<file path="src/rtl/orst_pkg.sv">
// Shared definitions for the ones-run reset detector.
// Assumes nothing beyond the standard language.
package orst_pkg;

    // Phases of the reset sequencer
    typedef enum logic [1:0] {
        SEQ_IDLE  = 2'd0,
        SEQ_PULSE = 2'd1,
        SEQ_LOCK  = 2'd2
    } seq_state_t;

    // Lockout length in system cycles from clock rate (kHz) and time (us)
    function automatic int lock_cycles(input int clk_khz, input int lock_us);
        return (clk_khz * lock_us) / 1000;
    endfunction

    // Larger of two counts, used to size a shared timer
    function automatic int max_of(input int a, input int b);
        return (a > b) ? a : b;
    endfunction

endpackage

</file>
<file path="src/rtl/orst_sclk_sampler.sv">
// Brings serial clock, chip select and data into the system clock domain
// and emits a one-cycle strobe on each rising serial clock edge seen while
// chip select is active. Assumes SYNC_STAGES >= 2 and that the serial clock
// high and low phases each last longer than SYNC_STAGES + 1 system cycles.
module orst_sclk_sampler #(
    parameter int SYNC_STAGES = 2
) (
    input  logic clk,
    input  logic rst_n,
    input  logic sclk_i,
    input  logic cs_n_i,
    input  logic sdi_i,
    output logic bit_stb_o,
    output logic bit_o
);

    localparam int MSB = SYNC_STAGES - 1;

    logic [MSB:0] sclk_sr;
    logic [MSB:0] csn_sr;
    logic [MSB:0] sdi_sr;
    logic         sclk_last;

    // Synchronizer chains, one per input line, built stage by stage
    for (genvar g = 0; g < SYNC_STAGES; g++) begin : g_stage
        if (g == 0) begin : g_first
            // First stage captures the raw asynchronous lines
            always_ff @(posedge clk) begin
                if (!rst_n) begin
                    sclk_sr[0] <= 1'b0;
                    csn_sr[0]  <= 1'b1;
                    sdi_sr[0]  <= 1'b0;
                end else begin
                    sclk_sr[0] <= sclk_i;
                    csn_sr[0]  <= cs_n_i;
                    sdi_sr[0]  <= sdi_i;
                end
            end
        end else begin : g_next
            // Later stages settle metastability
            always_ff @(posedge clk) begin
                if (!rst_n) begin
                    sclk_sr[g] <= 1'b0;
                    csn_sr[g]  <= 1'b1;
                    sdi_sr[g]  <= 1'b0;
                end else begin
                    sclk_sr[g] <= sclk_sr[g-1];
                    csn_sr[g]  <= csn_sr[g-1];
                    sdi_sr[g]  <= sdi_sr[g-1];
                end
            end
        end
    end

    // Delayed copy of the synchronized serial clock for edge detection
    always_ff @(posedge clk) begin
        if (!rst_n) begin
            sclk_last <= 1'b0;
        end else begin
            sclk_last <= sclk_sr[MSB];
        end
    end

    // Strobe on a rising edge while selected; data is taken from the same stage
    always_comb begin
        bit_stb_o = sclk_sr[MSB] & ~sclk_last & ~csn_sr[MSB];
        bit_o     = sdi_sr[MSB];
    end

endmodule

</file>
<file path="src/rtl/orst_run_detector.sv">
// Counts consecutive 1 bits on accepted serial strobes. A 0 bit clears the
// count. The count saturates at RUN_LEN so one long run fires only once.
// Only the power-on reset clears it; the soft reset it produces does not.
// Assumes RUN_LEN >= 2.
module orst_run_detector #(
    parameter int RUN_LEN = 40
) (
    input  logic clk,
    input  logic rst_n,
    input  logic bit_stb_i,
    input  logic bit_i,
    output logic fire_o
);

    localparam int CW = $clog2(RUN_LEN + 1);
    localparam logic [CW-1:0] TOP  = CW'(RUN_LEN);
    localparam logic [CW-1:0] LAST = CW'(RUN_LEN - 1);

    logic [CW-1:0] run_q;
    logic          fire_q;

    // Run length bookkeeping: clear on a 0, climb on a 1, hold at the top
    always_ff @(posedge clk) begin
        if (!rst_n) begin
            run_q <= '0;
        end else if (bit_stb_i) begin
            if (!bit_i) begin
                run_q <= '0;
            end else if (run_q != TOP) begin
                run_q <= run_q + 1'b1;
            end
        end
    end

    // Single-cycle fire on the bit that completes the run
    always_ff @(posedge clk) begin
        if (!rst_n) begin
            fire_q <= 1'b0;
        end else begin
            fire_q <= bit_stb_i & bit_i & (run_q == LAST);
        end
    end

    assign fire_o = fire_q;

endmodule

</file>
<file path="src/rtl/orst_reset_sequencer.sv">
// Turns a power-on reset or a fire request into a soft reset pulse of
// RST_PULSE_CYC cycles followed by a lockout of LOCK_CYC cycles. busy is
// high throughout. A fire during any phase restarts the pulse.
// Assumes RST_PULSE_CYC >= 1 and LOCK_CYC >= 1.
module orst_reset_sequencer
    import orst_pkg::*;
#(
    parameter int RST_PULSE_CYC = 4,
    parameter int LOCK_CYC      = 25000
) (
    input  logic clk,
    input  logic rst_n,
    input  logic fire_i,
    output logic soft_rst_n_o,
    output logic busy_o
);

    localparam int TW = $clog2(max_of(RST_PULSE_CYC, LOCK_CYC) + 1);
    localparam logic [TW-1:0] PULSE_LOAD = TW'(RST_PULSE_CYC - 1);
    localparam logic [TW-1:0] LOCK_LOAD  = TW'(LOCK_CYC - 1);

    seq_state_t    state_q;
    logic [TW-1:0] tmr_q;

    // Phase and timer control
    always_ff @(posedge clk) begin
        if (!rst_n) begin
            state_q <= SEQ_PULSE;
            tmr_q   <= PULSE_LOAD;
        end else if (fire_i) begin
            state_q <= SEQ_PULSE;
            tmr_q   <= PULSE_LOAD;
        end else begin
            unique case (state_q)
                SEQ_PULSE: begin
                    if (tmr_q == '0) begin
                        state_q <= SEQ_LOCK;
                        tmr_q   <= LOCK_LOAD;
                    end else begin
                        tmr_q <= tmr_q - 1'b1;
                    end
                end
                SEQ_LOCK: begin
                    if (tmr_q == '0) begin
                        state_q <= SEQ_IDLE;
                    end else begin
                        tmr_q <= tmr_q - 1'b1;
                    end
                end
                default: begin
                    state_q <= SEQ_IDLE;
                    tmr_q   <= '0;
                end
            endcase
        end
    end

    // Outputs decoded from the phase
    always_comb begin
        soft_rst_n_o = (state_q != SEQ_PULSE);
        busy_o       = (state_q != SEQ_IDLE);
    end

endmodule

</file>
<file path="src/rtl/ones_reset_guard.sv">
// Top of the ones-run reset detector. It samples the serial port, detects
// an in-band reset command made of RUN_LEN ones, sequences the soft reset
// and lockout, and gates forwarded bits and read data while busy.
// Assumes the serial clock is slow relative to clk (see sampler).
module ones_reset_guard
    import orst_pkg::*;
#(
    parameter int CLK_KHZ       = 50000,
    parameter int LOCKOUT_US    = 500,
    parameter int RUN_LEN       = 40,
    parameter int RST_PULSE_CYC = 4,
    parameter int SYNC_STAGES   = 2
) (
    input  logic clk,
    input  logic rst_n,
    input  logic sclk_i,
    input  logic cs_n_i,
    input  logic sdi_i,
    input  logic core_sdo_i,
    output logic sdo_o,
    output logic bit_stb_o,
    output logic bit_o,
    output logic soft_rst_n_o,
    output logic busy_o
);

    localparam int LOCK_CYC = lock_cycles(CLK_KHZ, LOCKOUT_US);

    logic raw_stb;
    logic raw_bit;
    logic fire;
    logic busy;

    orst_sclk_sampler #(
        .SYNC_STAGES (SYNC_STAGES)
    ) sampler_i (
        .clk       (clk),
        .rst_n     (rst_n),
        .sclk_i    (sclk_i),
        .cs_n_i    (cs_n_i),
        .sdi_i     (sdi_i),
        .bit_stb_o (raw_stb),
        .bit_o     (raw_bit)
    );

    orst_run_detector #(
        .RUN_LEN (RUN_LEN)
    ) detector_i (
        .clk       (clk),
        .rst_n     (rst_n),
        .bit_stb_i (raw_stb),
        .bit_i     (raw_bit),
        .fire_o    (fire)
    );

    orst_reset_sequencer #(
        .RST_PULSE_CYC (RST_PULSE_CYC),
        .LOCK_CYC      (LOCK_CYC)
    ) sequencer_i (
        .clk          (clk),
        .rst_n        (rst_n),
        .fire_i       (fire),
        .soft_rst_n_o (soft_rst_n_o),
        .busy_o       (busy)
    );

    // Gate forwarded bits and read data during the lockout
    always_comb begin
        busy_o    = busy;
        bit_stb_o = raw_stb & ~busy;
        bit_o     = raw_bit;
        sdo_o     = busy | core_sdo_i;
    end

endmodule

</file>
<file path="config.mk">
export PLATFORM = sky130hd
export DESIGN_NAME = ones_reset_guard
export DESIGN_NICKNAME = d
export VERILOG_FILES = /design/src/rtl/orst_pkg.sv /design/src/rtl/orst_sclk_sampler.sv /design/src/rtl/orst_run_detector.sv /design/src/rtl/orst_reset_sequencer.sv /design/src/rtl/ones_reset_guard.sv
export SDC_FILE = /design/constraint.sdc
export NUM_CORES = 1
export LEC_CHECK = 0
export BUFFER_PORTS_ARGS = -buffer_cell sky130_fd_sc_hd__clkbuf_2
export CAP_MARGIN = 20
export CORE_ASPECT_RATIO = 0.8
export CORE_MARGIN = 2
export CORE_UTILIZATION = 62
export DETAILED_ROUTE_END_ITERATION = 7
export GPL_TIMING_DRIVEN = 0
export MAX_ROUTING_LAYER = met4
export PLACE_DENSITY_LB_ADDON = 0.3
export RECOVER_POWER = 50
export SETUP_SLACK_MARGIN = 0.05
export SYNTH_ARGS = -nofsm -noshare
export SYNTH_HDL_FRONTEND = slang
export SYNTH_SLANG_ARGS = --single-unit
</file>
<file path="constraint.sdc">
create_clock -name clk -period 2.43 [get_ports clk]
set_input_delay 0.3645 -clock clk [delete_from_list [all_inputs] [get_ports clk]]
set_output_delay 0.3645 -clock clk [all_outputs]
set_load 0.01 [all_outputs]
</file>
==> results.py <==
metrics = {
    "outcome": {
        "status": "completed",
    },
    "worst_setup_path": {
        "cp_slowest_stage_delay_ns": 0.61,
        "cp_slowest_cell": "nor4b_1",
        "path_class": "reg2reg",
        "critPathTopFamily": "simple AND/OR/NAND/NOR gates",
        "cp-start-kind": "register",
        "required_ns": 2.66,
        "r2r_slack_ns": 0.38,
        "worst-path-buf-inv": 1,
        "crit_chain": "inv_1 -> ha_1 -> nor4b_1 -> and4_2 -> mux2i_1 -> a31o_2",
        "arrival_ns": 2.28,
        "end_kind": "register",
        "crit_fanout": 4,
    },
    "cts": {
        "clk_pin_slew_ns": 0.09,
        "ctsHoldBuffers": 0,
        "clk_path_buf_depth": 2,
        "cts_sinks": 31,
        "cts_htree_levels": 2,
        "cts-resized-gates": 0,
        "ctsRootBufferMaster": "clkbuf_4",
        "insertion_delay_ns": 0.32,
        "cts_made_buffers": 5,
        "cts_tree": "done",
        "post_cts_buffers": 0,
    },
    "synthesis": {
        "synth_top_family_by_area": "simple AND/OR/NAND/NOR gates",
        "syn_inst": 154,
        "synth_cell_types": 37,
        "yosysSeqAreaShare": 0.4276,
        "ys_seq_elements": 31,
        "synth_ff_type": "dfxtp_1",
        "yosysTopAreaCell": "dfxtp_1",
        "syn_area_um2": 1451,
        "yosys.area_share.simple": 0.2586,
        "synth_edf_count": 0,
        "yosys.area_share.xor_xnor": 0.08448,
        "synth_area_leaders": "dfxtp_1 43%, ha_1 6.0%, xor2_1 6.0%",
        "synth_nets": 167,
        "synthAdderAreaFrac": 0.06034,
        "syn_avg_cell_area_um2": 9.425,
        "synthTopCellsByCount": "31 x dfxtp_1, 16 x nor2_1, 11 x inv_1, 10 x a21oi_1, 10 x xor2_1",
        "synth_warnings": 0,
        "yosysMostFrequentCell": "dfxtp_1",
        "ys_async_sr_fraction": 0,
        "yosys.area.top_type_share": 0.4276,
        "synth_compound_area_frac": 0.1026,
        "muxShareOfSynthArea": 0.03190,
    },
    "timing": {
        "fin_tns_setup_ns": 0,
        "drv_slew": 0,
        "setup_viol": 0,
        "min_period_ns": 2.053,
        "max_slew_margin": 0.4078,
        "timing.hold.ws_ns": 0.2204,
        "fin_skew_ns": 0.009449,
        "worstMarginPinSlew_ns": 0.8864,
        "fmax_mhz": 487.0,
        "final-hold-violation-count": 0,
        "fin_crit_sh": 0.8450,
        "rsz0062_at_grt": "false",
    },
    "cells_and_area": {
        "fin_util": 0.7172,
        "final_cells": 195,
        "drive_gt1_frac": 0.1176,
        "antenna_cells": 0,
        "area_growth_pct": 7.586,
        "nNetsFinal": 184,
    },
    "power": {
        "pwr-share-seq": 0.408,
        "leakagePower_uw": 0.0005998,
        "intPower_uw": 1055,
        "p_sw_uw": 751.0,
        "clockPowerShare": 0.144,
        "powerDensity_nw_per_um2": 1157,
        "combPwrFrac": 0.448,
        "switching_share": 0.4158,
        "peakVddDrop_mv": 0.8732,
    },
    "global_route": {
        "grt_max_degree": 11,
        "grt_pass1_wl_um": 4402,
        "antenna_found_initial": 0,
        "grt_usage": 0.2272,
        "grt_pass1_vias": 1009,
        "grt_overflow": 0,
    },
    "floorplan": {
        "dieArea_um2": 2746,
        "die_w_um": 58.10,
        "rows": 15,
        "fp.dieH_um": 47.28,
        "start_util": 0.6667,
        "coreArea_um2": 2177,
        "pin_count": 11,
    },
    "route": {
        "num_vias": 1124,
        "wl_per_cell_um": 13.42,
        "drtAntennaViolNets": 0,
        "drtPass1Iterations": 4,
        "routed_via_density": 5.764,
        "finalWirelength_um": 2616,
        "drc": 0,
        "drt_iter0_markers": 61,
    },
    "placement": {
        "io_buffer_count": 10,
        "dp_cells": 189,
        "gp_congestion": 0.8649,
        "dpl.hpwl_um": 1909,
    },
    "run": {
        "drv_cap": 0,
    },
    "hold_path": {
        "worstHoldPathType": "in2reg",
    },
}
area by class of cell:
type	instances	area, µm²
Multi-Input combinational cell	110	774.5
Timing Repair Buffer	10	43.79
Fill cell	173	615.6
Tap cell	25	31.28
Buffer	2	8.758
Inverter	11	41.29
Sequential cell	31	620.6
Clock buffer	6	41.29
power by group through the flow:
stage                     registers, µW  clock network (µW)  logic, µW
after floorplan                     722                   0        657
after global placement              738                   0        777
after detailed placement            749                   0        803
after CTS                           736                 264        812
after global routing                749                 286        897
final                               737                 259        810
routing by layer:
metal | global-route usage | share of wire | vias up
li1 | - | - | 570
met1 | 0.3069 | 0.51 | 527
met2 | 0.3227 | 0.43 | 24
met3 | 0.06612 | 0.046 | 3
met4 | 0.08372 | 0.0065 | 0
met5 | - | 0 | -
path summary, 6_finish.rpt:
kind / start / endpoint / cells past startpoint
min: cs_n_i / sampler_i.csn_sr[0] / 2
max: sequencer_i.tmr_q[0] / sequencer_i.tmr_q[0] / 6
min reg2reg: sampler_i.csn_sr[0] / sampler_i.csn_sr[1] / 1
max reg2reg: sequencer_i.tmr_q[0] / sequencer_i.tmr_q[0] / 6
layout by cell type (no fill, tap or decap), types with 2 or more instances in the layout:
| cell | count |
|---|---|
| xnor2_1 | 4 |
| nor2_1 | 16 |
| nor4_1 | 3 |
| clkbuf_2 | 5 |
| nor3_1 | 2 |
| nand3b_1 | 2 |
| a31oi_1 | 2 |
| nand2_1 | 7 |
| o21ai_0 | 5 |
| and2_0 | 5 |
| dfxtp_1 | 31 |
| clkbuf_4 | 5 |
| ha_1 | 7 |
| nand3_1 | 3 |
| mux2i_1 | 2 |
| o31ai_1 | 3 |
| nand2b_1 | 4 |
| and2_1 | 2 |
| nand4_1 | 5 |
| nor3b_1 | 2 |
| nand4b_1 | 2 |
| a21oi_1 | 10 |
| xor2_1 | 10 |
| clkbuf_1 | 7 |
| inv_1 | 11 |
stage by stage:
step	cell area (µm²)	total power, µW	setup WS [ns]
after floorplan	1451	1379	0.8310
after global placement	1533	1514	0.5610
after detailed placement	1533	1551	0.4689
after CTS	1574	1813	0.4270
after global routing	1562	1931	0.2795
final	1562	1806	0.3766
flip-flops by register name (all words and copies together) (netlist names):
signal	cells
sampler_i.sdi_sr	1
sampler_i.sclk_last	1
sampler_i.bit_o	1
sequencer_i.state_q	2
sampler_i.csn_sr	2
sequencer_i.tmr_q	15
detector_i.run_q	6
detector_i.fire_o	1
sampler_i.sclk_sr	2
cell families (layout without fill, tap and decap cells):
family | count (synthesis) | in the layout
AND/OR/NAND/NOR | 60 | 60
flip-flops | 31 | 31
AO/OA/AOI/OAI | 25 | 25
XOR/XNOR | 14 | 14
buffers and inverters | 13 | 29
adder cells (fa/ha/maj) | 7 | 7
multiplexers | 4 | 4
Power figures use the tool's default switching activity.
